`config.mk`:
```
export PLATFORM = sky130hd
export DESIGN_NAME = pspm_top
export DESIGN_NICKNAME = d
export VERILOG_FILES = /design/src/rtl/pspm_pkg.sv /design/src/rtl/pspm_cache_decide.sv /design/src/rtl/pspm_store.sv /design/src/rtl/pspm_recover_fsm.sv /design/src/rtl/pspm_top.sv
export SDC_FILE = /design/constraint.sdc
export NUM_CORES = 2
export LEC_CHECK = 0
export BUFFER_PORTS_ARGS = -buffer_cell sky130_fd_sc_hd__buf_4
export CORE_AREA = 2 2 403 405
export CTS_BUF_LIST = sky130_fd_sc_hd__clkbuf_4
export DETAILED_ROUTE_END_ITERATION = 7
export DIE_AREA = 0 0 405 407
export PLACE_DENSITY = 0.78
export RECOVER_POWER = 50
export SETUP_SLACK_MARGIN = 0.05
export SLEW_MARGIN = 20
export SYNTH_ARGS = -nofsm -noshare
export SYNTH_HDL_FRONTEND = slang
export SYNTH_SLANG_ARGS = --single-unit
```
`constraint.sdc`:
```
create_clock -name clk -period 9.4 [get_ports clk]
set_clock_uncertainty 0.2 [all_clocks]
set_input_delay 2.82 -clock clk [delete_from_list [all_inputs] [get_ports clk]]
set_output_delay 2.82 -clock clk [all_outputs]
set_load 0.02 [all_outputs]
```
`src/rtl/pspm_pkg.sv`:
```
package pspm_pkg;

    typedef enum logic [1:0] {
        ST_IDLE   = 2'd0,
        ST_FETCH  = 2'd1,
        ST_REPAIR = 2'd2
    } rec_state_t;

    // System address map (32-bit byte addresses)
    localparam logic [31:0] MAP_ROM_HI = 32'h1FFF_FFFF;
    localparam logic [31:0] MAP_RAM_LO = 32'h4000_0000;
    localparam logic [31:0] MAP_RAM_HI = 32'h7FFF_FFFF;
    localparam logic [31:0] MAP_SPM_LO = 32'h8E00_0000;
    localparam logic [31:0] MAP_SPM_HI = 32'h8FFF_FFFF;

endpackage

```
`src/rtl/pspm_cache_decide.sv`:
```
module pspm_cache_decide
    import pspm_pkg::*;
#(
    parameter int ADDR_W = 32
) (
    input  logic              en,
    input  logic              wr,
    input  logic [ADDR_W-1:0] addr,
    input  logic              rec_mode,
    output logic              in_spm,
    output logic              cacheable,
    output logic              write_through
);
    logic [31:0] a32;
    logic        is_rom;
    logic        is_ram;

    assign a32    = 32'(addr);
    assign is_rom = (a32 <= MAP_ROM_HI);
    assign is_ram = (a32 >= MAP_RAM_LO) && (a32 <= MAP_RAM_HI);
    assign in_spm = (a32 >= MAP_SPM_LO) && (a32 <= MAP_SPM_HI);

    // Ordinary map decision ORed with the scratchpad-write unit
    assign cacheable     = en && (is_rom || is_ram || (in_spm && wr));
    assign write_through = en && in_spm && wr && rec_mode;

    always_comb begin
        if (en && in_spm && !wr) begin
            assert_spm_read_uncached_R8: assert (!cacheable);
        end
        if (write_through) begin
            assert_wt_implies_cacheable_R9: assert (cacheable && wr);
        end
    end
endmodule

```
`src/rtl/pspm_store.sv`:
```
module pspm_store #(
    parameter int DATA_W     = 32,
    parameter int PAR_W      = 1,
    parameter int DEPTH      = 64,
    parameter int LINE_WORDS = 4
) (
    input  logic                     clk,
    input  logic                     rst_n,
    input  logic                     wr_en,
    input  logic                     wr_fill,
    input  logic [$clog2(DEPTH)-1:0] wr_idx,
    input  logic [DATA_W-1:0]        wr_data,
    input  logic                     fix_en,
    input  logic [$clog2(DEPTH)-1:0] fix_idx,
    input  logic [DATA_W-1:0]        fix_data,
    input  logic [$clog2(DEPTH)-1:0] rd_idx,
    output logic [DATA_W-1:0]        rd_data,
    output logic                     rd_bad,
    output logic                     rd_dirty
);
    localparam int IDX_W  = $clog2(DEPTH);
    localparam int OFS_W  = $clog2(LINE_WORDS);
    localparam int LINES  = DEPTH / LINE_WORDS;
    localparam int LINE_W = IDX_W - OFS_W;
    localparam int GRP_W  = DATA_W / PAR_W;
    localparam int WORD_W = DATA_W + PAR_W;

    function automatic logic [PAR_W-1:0] even_par(input logic [DATA_W-1:0] d);
        logic [PAR_W-1:0] p;
        for (int g = 0; g < PAR_W; g++) begin
            p[g] = ^d[g*GRP_W +: GRP_W];
        end
        return p;
    endfunction

    logic [WORD_W-1:0] mem_q   [DEPTH];
    logic [LINES-1:0]  dirty_q;
    logic [WORD_W-1:0] rd_word;
    logic [LINE_W-1:0] wr_line;

    assign wr_line = wr_idx[IDX_W-1:OFS_W];

    always_ff @(posedge clk) begin
        if (!rst_n) begin
            for (int i = 0; i < DEPTH; i++) begin
                mem_q[i] <= '0;
            end
        end else begin
            if (wr_en) begin
                mem_q[wr_idx] <= {even_par(wr_data), wr_data};
            end
            if (fix_en) begin
                mem_q[fix_idx] <= {even_par(fix_data), fix_data};
            end
        end
    end

    always_ff @(posedge clk) begin
        if (!rst_n) begin
            dirty_q <= '0;
        end else if (wr_en) begin
            dirty_q[wr_line] <= !wr_fill;
        end
    end

    assign rd_word  = mem_q[rd_idx];
    assign rd_data  = rd_word[DATA_W-1:0];
    assign rd_bad   = |(even_par(rd_data) ^ rd_word[DATA_W +: PAR_W]);
    assign rd_dirty = dirty_q[rd_idx[IDX_W-1:OFS_W]];

    assert_dirty_tracks_fill_R6: assert property (@(posedge clk) disable iff (!rst_n)
        wr_en |=> (dirty_q[$past(wr_line)] == !$past(wr_fill)));

endmodule

```
`src/rtl/pspm_recover_fsm.sv`:
```
module pspm_recover_fsm
    import pspm_pkg::*;
#(
    parameter int DATA_W = 32,
    parameter int IDX_W  = 6
) (
    input  logic              clk,
    input  logic              rst_n,
    input  logic              req_read,
    input  logic              req_write,
    input  logic [IDX_W-1:0]  req_idx,
    input  logic [DATA_W-1:0] rd_word,
    input  logic              rd_bad,
    input  logic              rd_dirty,
    input  logic              rep_ack,
    input  logic [DATA_W-1:0] rep_data,
    output logic              stall,
    output logic              alarm,
    output logic              wr_go,
    output logic              rep_req,
    output logic              rep_from_cache,
    output logic [IDX_W-1:0]  rep_word,
    output logic              fix_en,
    output logic [IDX_W-1:0]  fix_idx,
    output logic [DATA_W-1:0] fix_data,
    output logic              rd_valid,
    output logic [DATA_W-1:0] rd_data
);
    rec_state_t        state_q, state_d;
    logic              rd_go;
    logic [IDX_W-1:0]  rec_idx_q;
    logic              rec_cache_q;
    logic [DATA_W-1:0] fix_data_q;
    logic              rd_valid_q;
    logic [DATA_W-1:0] rd_data_q;

    // State and data registers
    always_ff @(posedge clk) begin
        if (!rst_n) begin
            state_q     <= ST_IDLE;
            rec_idx_q   <= '0;
            rec_cache_q <= 1'b0;
            fix_data_q  <= '0;
            rd_valid_q  <= 1'b0;
            rd_data_q   <= '0;
        end else begin
            state_q    <= state_d;
            rd_valid_q <= rd_go;
            if (rd_go) begin
                rd_data_q <= rd_word;
            end
            if (state_q == ST_IDLE && req_read && rd_bad) begin
                rec_idx_q   <= req_idx;
                rec_cache_q <= rd_dirty;
            end
            if (state_q == ST_FETCH && rep_ack) begin
                fix_data_q <= rep_data;
            end
        end
    end

    // Next state and outputs
    always_comb begin
        state_d = state_q;
        stall   = 1'b0;
        alarm   = 1'b0;
        wr_go   = 1'b0;
        rd_go   = 1'b0;
        rep_req = 1'b0;
        fix_en  = 1'b0;
        unique case (state_q)
            ST_IDLE: begin
                if (req_read && rd_bad) begin
                    stall   = 1'b1;
                    alarm   = 1'b1;
                    state_d = ST_FETCH;
                end else begin
                    rd_go = req_read;
                    wr_go = req_write;
                end
            end
            ST_FETCH: begin
                stall   = req_read || req_write;
                alarm   = 1'b1;
                rep_req = 1'b1;
                if (rep_ack) begin
                    state_d = ST_REPAIR;
                end
            end
            ST_REPAIR: begin
                stall   = req_read || req_write;
                alarm   = 1'b1;
                fix_en  = 1'b1;
                state_d = ST_IDLE;
            end
            default: state_d = ST_IDLE;
        endcase
    end

    assign rep_from_cache = rec_cache_q;
    assign rep_word       = rec_idx_q;
    assign fix_idx        = rec_idx_q;
    assign fix_data       = fix_data_q;
    assign rd_valid       = rd_valid_q;
    assign rd_data        = rd_data_q;

    assert_detect_raises_req_R4: assert property (@(posedge clk) disable iff (!rst_n)
        (state_q == ST_IDLE && req_read && rd_bad) |=>
            (rep_req && rep_word == $past(req_idx) && rep_from_cache == $past(rd_dirty)));

    assert_req_held_R4: assert property (@(posedge clk) disable iff (!rst_n)
        (rep_req && !rep_ack) |=> (rep_req && $stable(rep_word)));

    assert_ack_to_repair_R5: assert property (@(posedge clk) disable iff (!rst_n)
        (rep_req && rep_ack) |=> (fix_en && !rep_req && fix_data == $past(rep_data)));

    assert_clean_read_served_R3: assert property (@(posedge clk) disable iff (!rst_n)
        (state_q == ST_IDLE && req_read && !rd_bad) |-> (!stall ##1 (rd_valid && rd_data == $past(rd_word))));

    assert_no_write_in_recovery_R7: assert property (@(posedge clk) disable iff (!rst_n)
        (rep_req || fix_en) |-> (!wr_go && alarm));

endmodule

```
`src/rtl/pspm_top.sv`:
```
module pspm_top #(
    parameter int ADDR_W     = 32,
    parameter int DATA_W     = 32,
    parameter int PAR_W      = 1,
    parameter int DEPTH      = 64,
    parameter int LINE_WORDS = 4
) (
    input  logic                     clk,
    input  logic                     rst_n,
    input  logic                     acc_en,
    input  logic                     acc_wr,
    input  logic                     acc_fill,
    input  logic [ADDR_W-1:0]        acc_addr,
    input  logic [DATA_W-1:0]        acc_wdata,
    input  logic                     rec_mode,
    output logic                     acc_stall,
    output logic                     rd_valid,
    output logic [DATA_W-1:0]        rd_data,
    output logic                     parity_alarm,
    output logic                     cacheable,
    output logic                     write_through,
    output logic                     rep_req,
    output logic                     rep_from_cache,
    output logic [$clog2(DEPTH)-1:0] rep_word,
    input  logic                     rep_ack,
    input  logic [DATA_W-1:0]        rep_data
);
    localparam int IDX_W   = $clog2(DEPTH);
    localparam int BYTE_LS = $clog2(DATA_W / 8);

    logic              in_spm;
    logic              req_read;
    logic              req_write;
    logic [IDX_W-1:0]  req_idx;
    logic              wr_go;
    logic              fix_en;
    logic [IDX_W-1:0]  fix_idx;
    logic [DATA_W-1:0] fix_data;
    logic [DATA_W-1:0] word_q;
    logic              word_bad;
    logic              word_dirty;

    assign req_read  = acc_en && in_spm && !acc_wr;
    assign req_write = acc_en && in_spm && acc_wr;
    assign req_idx   = acc_addr[BYTE_LS +: IDX_W];

    pspm_cache_decide #(.ADDR_W(ADDR_W)) u_decide (
        .en            (acc_en),
        .wr            (acc_wr),
        .addr          (acc_addr),
        .rec_mode      (rec_mode),
        .in_spm        (in_spm),
        .cacheable     (cacheable),
        .write_through (write_through)
    );

    pspm_store #(
        .DATA_W(DATA_W), .PAR_W(PAR_W), .DEPTH(DEPTH), .LINE_WORDS(LINE_WORDS)
    ) u_store (
        .clk      (clk),
        .rst_n    (rst_n),
        .wr_en    (wr_go),
        .wr_fill  (acc_fill),
        .wr_idx   (req_idx),
        .wr_data  (acc_wdata),
        .fix_en   (fix_en),
        .fix_idx  (fix_idx),
        .fix_data (fix_data),
        .rd_idx   (req_idx),
        .rd_data  (word_q),
        .rd_bad   (word_bad),
        .rd_dirty (word_dirty)
    );

    pspm_recover_fsm #(.DATA_W(DATA_W), .IDX_W(IDX_W)) u_fsm (
        .clk            (clk),
        .rst_n          (rst_n),
        .req_read       (req_read),
        .req_write      (req_write),
        .req_idx        (req_idx),
        .rd_word        (word_q),
        .rd_bad         (word_bad),
        .rd_dirty       (word_dirty),
        .rep_ack        (rep_ack),
        .rep_data       (rep_data),
        .stall          (acc_stall),
        .alarm          (parity_alarm),
        .wr_go          (wr_go),
        .rep_req        (rep_req),
        .rep_from_cache (rep_from_cache),
        .rep_word       (rep_word),
        .fix_en         (fix_en),
        .fix_idx        (fix_idx),
        .fix_data       (fix_data),
        .rd_valid       (rd_valid),
        .rd_data        (rd_data)
    );

    assert_outside_never_stalls_R10: assert property (@(posedge clk) disable iff (!rst_n)
        (acc_en && !in_spm) |-> (!acc_stall ##1 !rd_valid));

endmodule

```
==> run_results.csv <==
group,metric,value,unit
outcome,status,"complete, but fails checks",
outcome,violations,"design-rule violations, max-capacitance violations, max-slew violations, negative setup slack",
timing,setup_violations,1610,
placement,gp_congestion,0.962,
min_path,min_from,"u_fsm.rd_data[23]",
clock_tree,clk_path_buf_depth,4,
critical_path,path_max_fanout,50,
timing,hold_viol_final,0,
detailed_routing,wirelength,285,mm
run,drv_cap,15,
logic_synthesis,synth.top_cell.area_share,67.2,%
critical_path,critPathTopFamily,"buffers and inverters",
logic_synthesis,synth_edf_count,2112,
clock_tree,cts_tree,"yes",
critical_path,slowest_delay,2800,ps
detailed_routing,drc,12,
clock_tree,clk_pin_slew_worst_paths,60,ps
timing,period_needed,10360,ps
floorplan,start_util,58.9,%
timing,relSlewSlack,-157,%
clock_tree,htree_num_levels,6,
logic_synthesis,yosysTopAreaCell,"edfxtp_1",
critical_path,critical_path_required,10190,ps
logic_synthesis,syn_area,94300,um^2
timing,worstMarginPinSlew,3850,ps
detailed_routing,vias,62767,
timing,period_share,110,%
global_routing,antenna_found_initial,6,
logic_synthesis,synth_fp_nets,6545,
global_routing,grt_overflow,0,
floorplan,dieArea,165000,um^2
clock_tree,clock_latency,1450,ps
finish,final_cells,9706,
detailed_routing,first_pass_iters,8,
floorplan,ios,148,
finish,n_fill_cell,10232,
finish,final_util,68.1,%
clock_tree,cts.root.buffer_cell,"clkbuf_4",
floorplan,core_area,160000,um^2
timing,whs,261,ps
global_routing,grtUsageTotal,34.7,%
logic_synthesis,yosys_warnings,0,
global_routing,grt_start_max_net_pins,91,
finish,area_growth,15.6,%
critical_path,path_cells,"clkbuf_1 -> clkbuf_1 -> o21ai_0 -> nor2_1 -> clkbuf_1 -> nand2_1 -> clkbuf_2 -> nand2_1 -> buf_4",
timing,finalWorstSetupSlack,-959,ps
critical_path,slowest_stage,"clkbuf_1",
logic_synthesis,async_flop_share,0,%
logic_synthesis,synth_cells,6438,
timing,max_freq,96.5,MHz
timing,grt_setup_unrepaired,"yes",
finish,final_layout_size_suffix_gt1_share,30.5,%
power,vdd_drop_max,259,uV
logic_synthesis,synthTopCellsByArea,"edfxtp_1 (67%), mux4_2 (13%), nor2_1 (8.7%), clkbuf_1 (2.0%), dfxtp_1 (1.9%)",
critical_path,crit_path_end_kind,"register",
clock_tree,cts.sinks,2202,
power,p_leak,0.0401,uW
clock_tree,cts_made_buffers,564,
timing,drv_slew,532,
floorplan,die_h,407,um
placement,dpl.hpwl,170,mm
finish,layout.nets,7278,
detailed_routing,first_iter_violations,9840,
global_routing,grt_pass1_wl,408,mm
critical_path,critPathKind,"in2reg",
global_routing,grt_pass1_vias,62665,
logic_synthesis,ys_ff_latch,2202,
logic_synthesis,ys_types,54,
placement,dp_slack,-804,ps
critical_path,start_kind,"primary input",
critical_path,crit_top_cell,"clkbuf_1",
critical_path,r2r-start,"u_fsm.state_q[0]",
placement,dp_cells,8687,
power,p_per_area,195,nW/um^2
logic_synthesis,ys.flop_type,"edfxtp_1",
floorplan,rows,147,
critical_path,crit_path_start,"rst_n",
timing,fin_setup_tns,-724090,ps
detailed_routing,wl_per_cell,29.3,um
critical_path,cp.buffers_inverters,5,
placement,io_buffers,128,
logic_synthesis,ys_seq_area_share,69.1,%
floorplan,fp.dieW,405,um
min_path,min_path_type,"reg2reg",
critical_path,crit_arrival,11150,ps
logic_synthesis,syn_avg_cell_area,14.7,um^2
detailed_routing,routed_via_density,6.47,
detailed_routing,ant_nets,0,
==> worst reg2reg max path: cells and delay by family, from the launching register on <==
family / cells / cell delay, ps
fa+ha+maj: 1 / 530
mux: 1 / 460
flops: 1 / 340
simple gates: 4 / 1860
buf+inv: 3 / 2480
==> worst paths after layout <==
kind / end / depth (start not counted) / slack (ps)
max: u_store.mem_q[10][12] / 9 / -960
min: u_fsm.rd_data[23] / 2 / 260
max reg2reg: u_store.mem_q[19][22] / 9 / 3190
min reg2reg: u_fsm.rd_data[23] / 2 / 260
==> sequential cells by signal, indices dropped and copies added (netlist names) <==
register,cells
u_fsm.fix_idx,6
u_fsm.fix_data,32
u_fsm.state_q,2
u_fsm.rep_from_cache,1
u_store.mem_q,2112
u_fsm.rd_valid,1
u_store.dirty_q,16
u_fsm.rd_data,32
==> synth_stat cells, types with 4 or more instances <==
| cell | count |
|---|---|
| dfxtp_1 | 90 |
| mux2i_1 | 68 |
| a21oi_2 | 7 |
| mux4_2 | 556 |
| nand2_1 | 222 |
| a22oi_1 | 199 |
| buf_6 | 31 |
| or4_1 | 14 |
| or2_1 | 7 |
| clkbuf_1 | 505 |
| o21ai_0 | 9 |
| and2_1 | 6 |
| o22ai_1 | 4 |
| ha_1 | 4 |
| xnor2_1 | 75 |
| a221oi_1 | 11 |
| nor3b_1 | 5 |
| buf_1 | 24 |
| inv_1 | 6 |
| a31oi_1 | 4 |
| a311oi_1 | 9 |
| a211oi_1 | 11 |
| nor3_1 | 4 |
| nor2_1 | 2182 |
| nor4_1 | 6 |
| buf_2 | 34 |
| edfxtp_1 | 2112 |
| buf_4 | 26 |
| a22o_1 | 10 |
| nor2b_1 | 4 |
| a21oi_1 | 144 |
| xor2_1 | 13 |
==> metal layers <==
layer	global-route usage (%)	routed length, um
met1	42.5	89300
met2	52.2	129000
met3	12.8	45200
met5	0.952	401
met4	22.5	20600
==> kinds of logic after synthesis <==
| family | count (synthesis) | synth area share [%] |
|---|---|---|
| simple gates | 2473 | 10.1 |
| xor+xnor | 91 | 0.889 |
| buf+inv | 628 | 2.89 |
| compound gates | 414 | 2.93 |
| fa+ha+maj | 4 | 0.0530 |
| mux | 626 | 14.0 |
| flops | 2202 | 69.1 |
==> through the flow <==
step | power, uW | cell area [um^2]
floorplan | 12400 | 94400
global placement | 13200 | 101000
detailed placement | 13300 | 101000
CTS | 21200 | 109000
global route | 21800 | 109000
finish | 21200 | 109000
==> area by class of cell <==
cell class / instances / area [um^2] / area share (%)
antenna: 13 / 32.5 / 0.0298
inverter: 8 / 31.3 / 0.0287
multi-input combinational: 3608 / 27300 / 25.1
clock inverter: 91 / 482 / 0.442
timing repair buffer: 787 / 6950 / 6.37
sequential: 2202 / 65200 / 59.8
clock buffer: 837 / 6280 / 5.76
tap: 2160 / 2700 / 2.48
==> power by group <==
part	leakage [uW]	internal (uW)	switching (uW)
logic	0.0130	830	1390
registers	0.0230	11000	78.7
clock network	0.00410	4170	3760
==> cells in the final DEF, fill, tap and decap left out, types with 23 or more instances in the layout <==
cell type / count
clkbuf_2: 45
clkbuf_1: 56
mux2i_1: 36
buf_12: 51
buf_4: 581
clkinv_1: 70
clkbuf_4: 839
a21oi_1: 116
mux4_2: 556
a22oi_1: 173
a22oi_2: 26
buf_16: 23
a21oi_2: 29
edfxtp_1: 2112
dfxtp_1: 90
nand2_1: 220
nor2_1: 2178
mux2i_4: 32
xnor2_1: 70
==> timing repair <==
| item | 4_1_cts | 5_1_grt |
|---|---|---|
| setup endpoints to repair | 2 | 2 |
| buffers inserted | 58 | 5 |
| pin swaps | 38 | 6 |
| gates resized for setup | 133 | 15 |
| hold buffers | 0 | 0 |
| cloned | 15 | 0 |
Note: power is estimated with default switching activity, not from simulation.
